--- src/rtl/afc_pkg.sv ---
// Package: shared mode encoding and ratio arithmetic for the audio frame
// clock generator. Assumes the frame length divides each supported ratio.
package afc_pkg;

    typedef enum logic [1:0] {
        MODE_PERIPH = 2'b00,
        MODE_R512   = 2'b01,
        MODE_R384   = 2'b10,
        MODE_R256   = 2'b11
    } afc_mode_e;

    localparam int RATIO_HI  = 512;
    localparam int RATIO_MID = 384;
    localparam int RATIO_LO  = 256;

    // System clocks per bit clock for a mode; 0 means no local division.
    function automatic int div_of(afc_mode_e m, int frame_bits);
        case (m)
            MODE_R512: return RATIO_HI  / frame_bits;
            MODE_R384: return RATIO_MID / frame_bits;
            MODE_R256: return RATIO_LO  / frame_bits;
            default:   return 0;
        endcase
    endfunction

endpackage

--- src/rtl/afc_mode_latch.sv ---
// Module: afc_mode_latch
// Captures the mode code on every edge while reset is held low and keeps
// the last captured value once reset is released. Assumes the mode pins
// settle before reset ends.
module afc_mode_latch
    import afc_pkg::*;
(
    input  logic       clk,
    input  logic       rst_n,
    input  logic [1:0] mode_in,
    output afc_mode_e  mode_q,
    output logic       ctl_en
);

    // Follow the pin during reset, freeze it afterwards.
    always_ff @(posedge clk) begin
        if (!rst_n) begin
            mode_q <= afc_mode_e'(mode_in);
        end
    end

    // Controller operation whenever the captured code is not peripheral.
    always_comb begin
        ctl_en = (mode_q != MODE_PERIPH);
    end

endmodule

--- src/rtl/afc_bit_div.sv ---
// Module: afc_bit_div
// Divides the system clock by an even factor to form a 50% duty bit clock.
// Each period is low for the first half and high for the second. The fall
// strobe is high in the last cycle of a period. Assumes div is even and >= 4
// whenever en is high.
module afc_bit_div #(
    parameter int DIV_W = 4
) (
    input  logic             clk,
    input  logic             rst_n,
    input  logic             en,
    input  logic [DIV_W-1:0] div,
    output logic             bck,
    output logic             fall_stb
);

    localparam logic [DIV_W-1:0] ONE = DIV_W'(1);

    logic [DIV_W-1:0] cnt_q;
    logic [DIV_W-1:0] cnt_n;
    logic [DIV_W-1:0] half;
    logic             last;
    logic             bck_q;

    // Phase counter next state and end-of-period detect.
    always_comb begin
        half  = div >> 1;
        last  = en && (cnt_q == div - ONE);
        if (!en || last) begin
            cnt_n = '0;
        end else begin
            cnt_n = cnt_q + ONE;
        end
    end

    // Phase counter and registered clock, aligned to the same phase.
    always_ff @(posedge clk) begin
        if (!rst_n) begin
            cnt_q <= '0;
            bck_q <= 1'b0;
        end else begin
            cnt_q <= cnt_n;
            bck_q <= en && (cnt_n >= half);
        end
    end

    assign bck      = bck_q;
    assign fall_stb = last;

endmodule

--- src/rtl/afc_frame_ctr.sv ---
// Module: afc_frame_ctr
// Counts bit-clock periods within a frame and forms the left/right clock:
// low in the first half of the frame and high in the second. Advances only
// on the fall strobe, so the frame clock turns with the bit clock falling.
// Assumes FRAME_BITS is an even power of two.
module afc_frame_ctr #(
    parameter int FRAME_BITS = 64
) (
    input  logic clk,
    input  logic rst_n,
    input  logic en,
    input  logic adv,
    output logic lrck,
    output logic frame_stb
);

    localparam int              BW   = $clog2(FRAME_BITS);
    localparam logic [BW-1:0]   LAST = BW'(FRAME_BITS - 1);
    localparam logic [BW-1:0]   HALF = BW'(FRAME_BITS / 2);
    localparam logic [BW-1:0]   ONE  = BW'(1);

    logic [BW-1:0] bit_q;
    logic [BW-1:0] bit_n;
    logic          lrck_q;

    // Next bit index within the frame.
    always_comb begin
        if (!en) begin
            bit_n = '0;
        end else if (adv) begin
            bit_n = (bit_q == LAST) ? '0 : bit_q + ONE;
        end else begin
            bit_n = bit_q;
        end
    end

    // Bit index and registered frame clock.
    always_ff @(posedge clk) begin
        if (!rst_n) begin
            bit_q  <= '0;
            lrck_q <= 1'b0;
        end else begin
            bit_q  <= bit_n;
            lrck_q <= en && (bit_n >= HALF);
        end
    end

    assign lrck      = lrck_q;
    assign frame_stb = adv && (bit_q == LAST);

endmodule

--- src/rtl/afc_clkgen.sv ---
// Module: afc_clkgen (top)
// Audio frame clock generator. Latches the mode at reset, then either
// divides the system clock into bit and frame clocks (controller) or stays
// quiet and flags external clocks (peripheral). Assumes rst_n is
// synchronous to clk and held for at least one edge.
module afc_clkgen
    import afc_pkg::*;
#(
    parameter int FRAME_BITS = 64
) (
    input  logic       clk,
    input  logic       rst_n,
    input  logic [1:0] mode_sel,
    output logic       bck_o,
    output logic       lrck_o,
    output logic       clk_oe,
    output logic       ext_clk,
    output logic       bit_stb,
    output logic       frame_stb
);

    localparam int DIV_MAX = RATIO_HI / FRAME_BITS;
    localparam int DIV_W   = $clog2(DIV_MAX + 1);

    afc_mode_e        mode_q;
    logic             ctl_en;
    logic [DIV_W-1:0] div;
    logic             fall_stb;

    afc_mode_latch u_mode (
        .clk     (clk),
        .rst_n   (rst_n),
        .mode_in (mode_sel),
        .mode_q  (mode_q),
        .ctl_en  (ctl_en)
    );

    // Divide factor chosen by the captured mode.
    always_comb begin
        div = DIV_W'(div_of(mode_q, FRAME_BITS));
    end

    afc_bit_div #(
        .DIV_W (DIV_W)
    ) u_bdiv (
        .clk      (clk),
        .rst_n    (rst_n),
        .en       (ctl_en),
        .div      (div),
        .bck      (bck_o),
        .fall_stb (fall_stb)
    );

    afc_frame_ctr #(
        .FRAME_BITS (FRAME_BITS)
    ) u_frame (
        .clk       (clk),
        .rst_n     (rst_n),
        .en        (ctl_en),
        .adv       (fall_stb),
        .lrck      (lrck_o),
        .frame_stb (frame_stb)
    );

    assign bit_stb = fall_stb;
    assign clk_oe  = ctl_en;
    assign ext_clk = !ctl_en;

endmodule

--- config.mk ---
export PLATFORM = sky130hd
export DESIGN_NAME = afc_clkgen
export DESIGN_NICKNAME = d
export VERILOG_FILES = /design/src/rtl/afc_pkg.sv /design/src/rtl/afc_mode_latch.sv /design/src/rtl/afc_bit_div.sv /design/src/rtl/afc_frame_ctr.sv /design/src/rtl/afc_clkgen.sv
export SDC_FILE = /design/constraint.sdc
export NUM_CORES = 1
export LEC_CHECK = 0
export ABC_CLOCK_PERIOD_IN_PS = 2450
export BUFFER_PORTS_ARGS = -buffer_cell sky130_fd_sc_hd__buf_2
export CORE_MARGIN = 3
export CORE_UTILIZATION = 49
export CTS_CLUSTER_SIZE = 10
export DETAILED_ROUTE_END_ITERATION = 10
export HOLD_SLACK_MARGIN = 0.08
export PLACE_DENSITY_LB_ADDON = 0.25
export SLEW_MARGIN = 10
export SYNTH_ARGS = -nofsm -noshare
export SYNTH_HDL_FRONTEND = slang
export SYNTH_SLANG_ARGS = --single-unit
--- constraint.sdc ---
create_clock -name clk -period 2.45 [get_ports clk]
set_clock_uncertainty 0.2 [all_clocks]
set_input_delay 0.1225 -clock clk [delete_from_list [all_inputs] [get_ports clk]]
set_output_delay 0.1225 -clock clk [all_outputs]
set_load 0.02 [all_outputs]
==> results.sh, run 1 <==
export IMPL_status="complete, no violations"
export IMPL_hp_class="flip-flop to flip-flop"
export IMPL_wl_per_cell_um=13.0
export IMPL_setup_tns_final_ns=0
export IMPL_max_stage_delay_ns=0.44
export IMPL_grt_pass1_vias=574
export IMPL_vias=641
export IMPL_via_per_inst=5.62
export IMPL_die_height_um=45.5
export IMPL_finalNetCount=109
export IMPL_reg2reg_depth=8
export IMPL_leakage_nw=0.389
export IMPL_hold_violations=0
export IMPL_place_gp_congestion=0.881
export IMPL_dp_hpwl_um=1010
export IMPL_startpoint_type="flip-flop"
export IMPL_slew_viol_final=0
export IMPL_hold_depth=2
export IMPL_area_delta_synth_final_pct=14.2
export IMPL_fillers=115
export IMPL_gr_usage_all_layers_pct=16.4
export IMPL_cts_tree="done"
export IMPL_grt_max_degree=11
export IMPL_cp_cell_sequence="or3b_1 > a21oi_2 > nor2_1 > and2_1 > ha_1 > a21o_1 > a211oi_1 > nor2_1"
export IMPL_seq_area_frac_synth_pct=39.3
export IMPL_diodes=0
export IMPL_end_kind="flip-flop"
export IMPL_synth_distinct_cells=34
export IMPL_syn_nets=94
export IMPL_cts_sinks=14
export IMPL_cp_max_fo=7
export IMPL_layout_min_cycle_time_ns=2.28
export IMPL_total_power_mw=0.459
export IMPL_synth_seq_cells=14
export IMPL_fmax_ghz=0.438
export IMPL_clock_path_buffers=2
export IMPL_die_area_um2=2070
export IMPL_synthCells=85
export IMPL_num_rows=13
export IMPL_yosysWarnings=0
export IMPL_portBuffers=9
export IMPL_synth_edf_count=2
export IMPL_drt_iter0_markers=12
export IMPL_postCtsSetupBuffers=0
export IMPL_core_um2=1380
export IMPL_path_common_cell="nor2_1"
export IMPL_rsz0062_at_grt="no"
export IMPL_routed_wl_um=1480
export IMPL_tightest_slew_ns=0.284
export IMPL_maxSlewHeadroom_pct=81.0
export IMPL_grt_pass1_wl_um=2430
export IMPL_clkTransAtPathRegs_ns=0.08
export IMPL_syn_area_um2=764
export IMPL_die_x_um=45.5
export IMPL_antenna_found_initial=0
export IMPL_syn_avg_cell_area_um2=8.99
export IMPL_drc_errors=0
export IMPL_htree_levels=1
export IMPL_synthArstFlopShare_pct=0
export IMPL_setup_viol=0
export IMPL_ir_worst_vdd_mv=0.397
export IMPL_cts_root_buf="clkbuf_4"
export IMPL_overflow=0
export IMPL_start_util_pct=55.3
export IMPL_critPathKind="flip-flop to flip-flop"
export IMPL_power_per_cell_area_nw_per_um2=526
export IMPL_synth_main_ff_cell="dfxtp_1"
export IMPL_drive_gt1_share_pct=19.2
export IMPL_arrival_ns=2.25
export IMPL_fin_crit_sh_pct=93.1
export IMPL_insertion_delay_ns=0.28
export IMPL_io_pins=10
export IMPL_numCtsBuffers=3
export IMPL_multi_input_area_um2=422
export IMPL_drt_antenna_violating_nets=0
export IMPL_cap_violations=0
export IMPL_cp_data_required_time_ns=2.42
export IMPL_cp_slowest_cell="or3b_1"
export IMPL_first_pass_iters=4
export IMPL_regArea_um2=302
## power by group
part / switching (mW) / internal, mW
sequential: 0.0108 / 0.242
combinational: 0.0366 / 0.0311
clock: 0.0757 / 0.0632
total: 0.123 / 0.336
## metal layers
layer / global-route usage, % / wire, µm / up-vias
li1: - / - / 333
met1: 20.6 / 760 / 288
met2: 25.1 / 627 / 16
met3: 3.16 / 64 / 4
met4: 10.5 / 31 / 0
met5: 0 / 0 / -
## state kept, by name, summed over array words and instances, names as in the netlist
name and cells:
u_mode.mode_q 2, u_frame.bit_q 6, u_bdiv.cnt_q 4, u_bdiv.bck 1, u_frame.lrck 1
## timing repair
| item | 4_1_cts | 5_1_grt |
|---|---|---|
| endpoints found under the setup margin | 0 | 1 |
| endpoints found under the hold margin | 10 | 0 |
| resized for setup | 0 | 2 |
| hold buffers | 3 | 0 |
## worst max-delay path: cells and delay by family, from the launching register on
kind            cells  cell delay, ns
flops               1            0.38
simple gates        4            0.79
compound gates      3            0.52
fa+ha+maj           1            0.28
## cells in the mapped netlist, types with 2 or more instances
library cell | instances | area, µm²
a21o_1 | 2 | 15.0
a21oi_1 | 6 | 30.0
and2_1 | 3 | 18.8
and3_1 | 5 | 31.3
dfxtp_1 | 12 | 240
edfxtp_1 | 2 | 60.1
ha_1 | 5 | 62.6
inv_1 | 6 | 22.5
nand2_1 | 6 | 22.5
nand2b_1 | 2 | 12.5
nand3b_1 | 2 | 15.0
nand4b_1 | 2 | 17.5
nor2_1 | 6 | 22.5
nor3b_1 | 3 | 22.5
o21ai_0 | 3 | 15.0
o311a_1 | 2 | 20.0
## per-stage QoR
step | utilization, % | hold slack, ns | instances | setup WS, ns | cell area, µm²
after floorplan | - | 0.0214 | 85 | 0.200 | 764
after global placement | 58.7 | 0.0998 | 107 | 0.166 | 812
after detailed placement | 58.7 | 0.101 | 107 | 0.116 | 812
after CTS | 62.8 | 0.290 | 114 | 0.0624 | 868
after global routing | 63.2 | 0.317 | 114 | 0.0165 | 873
final | 63.2 | 0.289 | 114 | 0.168 | 873
## layout by cell type, fill, tap and decap left out, drive strengths merged, types with 2 or more instances in the layout
| cell type | synthesis | routed |
|---|---|---|
| dlygate4sd3 | 0 | 3 |
| dfxtp | 12 | 12 |
| buf | 3 | 10 |
| ha | 5 | 5 |
| nand2 | 6 | 6 |
| a21oi | 6 | 6 |
| and2 | 3 | 3 |
| nand3b | 2 | 2 |
| nor2 | 6 | 6 |
| inv | 6 | 6 |
| nand2b | 2 | 2 |
| clkbuf | 0 | 4 |
| edfxtp | 2 | 2 |
| o21ai | 3 | 3 |
| nor3b | 3 | 3 |
| o311a | 2 | 2 |
| and3 | 6 | 6 |
| a21o | 2 | 2 |
| nand4b | 2 | 2 |
## worst paths after layout
check	slack (ns)	end	from
setup reg to reg	0.17	u_bdiv.bck	u_bdiv.cnt_q[1]
hold reg to reg	0.29	u_frame.bit_q[1]	u_frame.bit_q[1]
hold / removal	0.29	u_frame.bit_q[1]	u_frame.bit_q[1]
setup / recovery	0.17	u_bdiv.bck	u_bdiv.cnt_q[1]
## area by class of cell
type | instances | share of cell area (%)
clock buffers | 4 | 3.01
multi-input cells | 62 | 48.3
repair buffers | 13 | 9.46
well taps | 15 | 2.15
flip-flops and latches | 14 | 34.5
inverters | 6 | 2.58
## cells by family (layout without fill, tap and decap cells)
logic type,Yosys count,after routing,share of synthesized area (%)
compound gates,19,19,16.5
xor+xnor,2,2,2.29
fa+ha+maj,5,5,8.18
buf+inv,9,23,6.06
flops,14,14,39.3
simple gates,36,36,27.7
(Power assumes the default switching activity.)
==> run 2, diff against run 1 <==
--- a/config.mk
+++ b/config.mk
@@ -7,7 +7,7 @@
 export LEC_CHECK = 0
 export ABC_CLOCK_PERIOD_IN_PS = 2450
 export BUFFER_PORTS_ARGS = -buffer_cell sky130_fd_sc_hd__buf_2
-export CORE_MARGIN = 3
+export CORE_MARGIN = 2
 export CORE_UTILIZATION = 49
 export CTS_CLUSTER_SIZE = 10
 export DETAILED_ROUTE_END_ITERATION = 10
==> results.sh, run 2 (synthesis gave the netlist of run 1 again) <==
export IMPL_tightest_slew_ns=0.281
export IMPL_max_stage_delay_ns=0.41
export IMPL_end_kind="flip-flop"
export IMPL_setup_tns_final_ns=0
export IMPL_cts_tree="done"
export IMPL_setup_viol=0
export IMPL_fin_crit_sh_pct=94.0
export IMPL_reg2reg_depth=8
export IMPL_status="complete, no violations"
export IMPL_start_util_pct=51.3
export IMPL_diodes=0
export IMPL_vias=663
export IMPL_drt_antenna_violating_nets=0
export IMPL_drc_errors=0
export IMPL_insertion_delay_ns=0.28
export IMPL_numCtsBuffers=3
export IMPL_cts_sinks=14
export IMPL_postCtsSetupBuffers=0
export IMPL_overflow=0
export IMPL_grt_max_degree=11
export IMPL_slew_viol_final=0
export IMPL_final_common_cell="dfxtp_1"
export IMPL_hp_class="flip-flop to flip-flop"
export IMPL_first_pass_iters=4
export IMPL_core_um2=1490
export IMPL_grt_pass1_wl_um=2570
export IMPL_cap_violations=0
export IMPL_power_per_cell_area_nw_per_um2=550
export IMPL_cp_data_required_time_ns=2.42
export IMPL_final_cells=115
export IMPL_num_rows=14
export IMPL_area_delta_synth_final_pct=15.2
export IMPL_die_area_um2=1890
export IMPL_cp_cell_sequence="or3b_1 > a21oi_1 > nor2_1 > and2_1 > ha_1 > a21o_1 > a211oi_1 > nor2_1"
export IMPL_dp_hpwl_um=1080
export IMPL_maxSlewHeadroom_pct=81.2
export IMPL_largest_register_ffs=6
export IMPL_die_x_um=43.5
export IMPL_cp_max_fo=7
export IMPL_fmax_ghz=0.434
export IMPL_cp_slowest_cell="or3b_1"
export IMPL_drive_gt1_share_pct=19.2
export IMPL_r2r_setup_slack_ns=0.15
export IMPL_place_gp_congestion=0.817
export IMPL_hold_depth=2
export IMPL_startpoint_type="flip-flop"
export IMPL_layout_min_cycle_time_ns=2.30
export IMPL_finalNetCount=109
export IMPL_grt_pass1_vias=629
export IMPL_top_regs="u_frame.bit_q x6, u_bdiv.cnt_q x4, u_mode.mode_q x2"
export IMPL_die_height_um=43.5
export IMPL_via_per_inst=5.77
export IMPL_arrival_ns=2.28
export IMPL_antenna_found_initial=0
export IMPL_clock_path_buffers=2
export IMPL_regMostFlops="u_frame.bit_q"
export IMPL_io_pins=10
export IMPL_portBuffers=9
export IMPL_rsz0062_at_grt="no"
export IMPL_clkTransAtPathRegs_ns=0.09
export IMPL_hold_violations=0
export IMPL_wl_per_cell_um=12.1
export IMPL_ir_worst_vdd_mv=0.394
export IMPL_routed_wl_um=1400
export IMPL_dpl_cell_count=108
export IMPL_path_common_cell="nor2_1"
export IMPL_gr_usage_all_layers_pct=17.9
export IMPL_leakage_nw=0.395
export IMPL_htree_levels=1
export IMPL_cts_root_buf="clkbuf_4"
export IMPL_drt_iter0_markers=13
export IMPL_critPathKind="flip-flop to flip-flop"
export IMPL_layout_common_cells="11 x dfxtp_1, 9 x buf_2"
[run 2: cell count changes in the layout (fill, tap and decap cells not counted)]
| cell | delta |
|---|---|
| clkbuf_8 | +1 |
| clkbuf_1 | -1 |
| a21oi_1 | +1 |
| a21oi_2 | -1 |
[run 2: where the power goes]
| group | switching (mW) | internal [mW] |
|---|---|---|
| combinational | 0.0352 | 0.0313 |
| sequential | 0.0106 | 0.242 |
| clock | 0.0751 | 0.0904 |
[run 2: stage by stage]
stage / power, mW / setup slack, ns / instance area [µm²] / util [%] / hold slack, ns
after floorplan: 0.302 / 0.200 / 764 / - / 0.0214
after global placement: 0.320 / 0.165 / 813 / 54.6 / 0.103
after detailed placement: 0.321 / 0.105 / 813 / 54.6 / 0.104
after CTS: 0.490 / 0.0946 / 880 / 59.1 / 0.291
after global routing: 0.508 / 0.00370 / 881 / 59.2 / 0.318
final: 0.484 / 0.147 / 881 / 59.2 / 0.286
[run 2: critical path, delay by kind of cell (launching register included)]
kind | cells | cell delay (ns)
fa+ha+maj | 1 | 0.29
simple gates | 4 | 0.77
flops | 1 | 0.37
compound gates | 3 | 0.58
[run 2: layout make-up]
class | instances | area (µm²)
Multi-Input combinational cell | 62 | 418
Inverter | 6 | 22.5
Sequential cell | 14 | 302
Timing Repair Buffer | 13 | 82.6
Clock buffer | 4 | 36.3
Fill cell | 131 | 608
Tap cell | 16 | 20.0
[run 2: worst paths after layout]
check                           to             start
hold / removal    u_frame.bit_q[1]  u_frame.bit_q[1]
setup reg to reg        u_bdiv.bck   u_bdiv.cnt_q[1]
setup / recovery        u_bdiv.bck   u_bdiv.cnt_q[1]
hold reg to reg   u_frame.bit_q[1]  u_frame.bit_q[1]
[run 2: layer usage]
layer	track usage, %	up-vias	wire (µm)
met2	30.4	15	657
met5	0	-	0
met1	22.0	313	674
met3	3.75	2	52
li1	-	333	-
met4	7.27	0	10
[run 2: repair_timing]
action / in CTS / in global routing
gates resized for setup: 0 / 1
hold buffers: 3 / 0
endpoints found under the setup margin: 0 / 1
hold endpoints to repair: 10 / 0
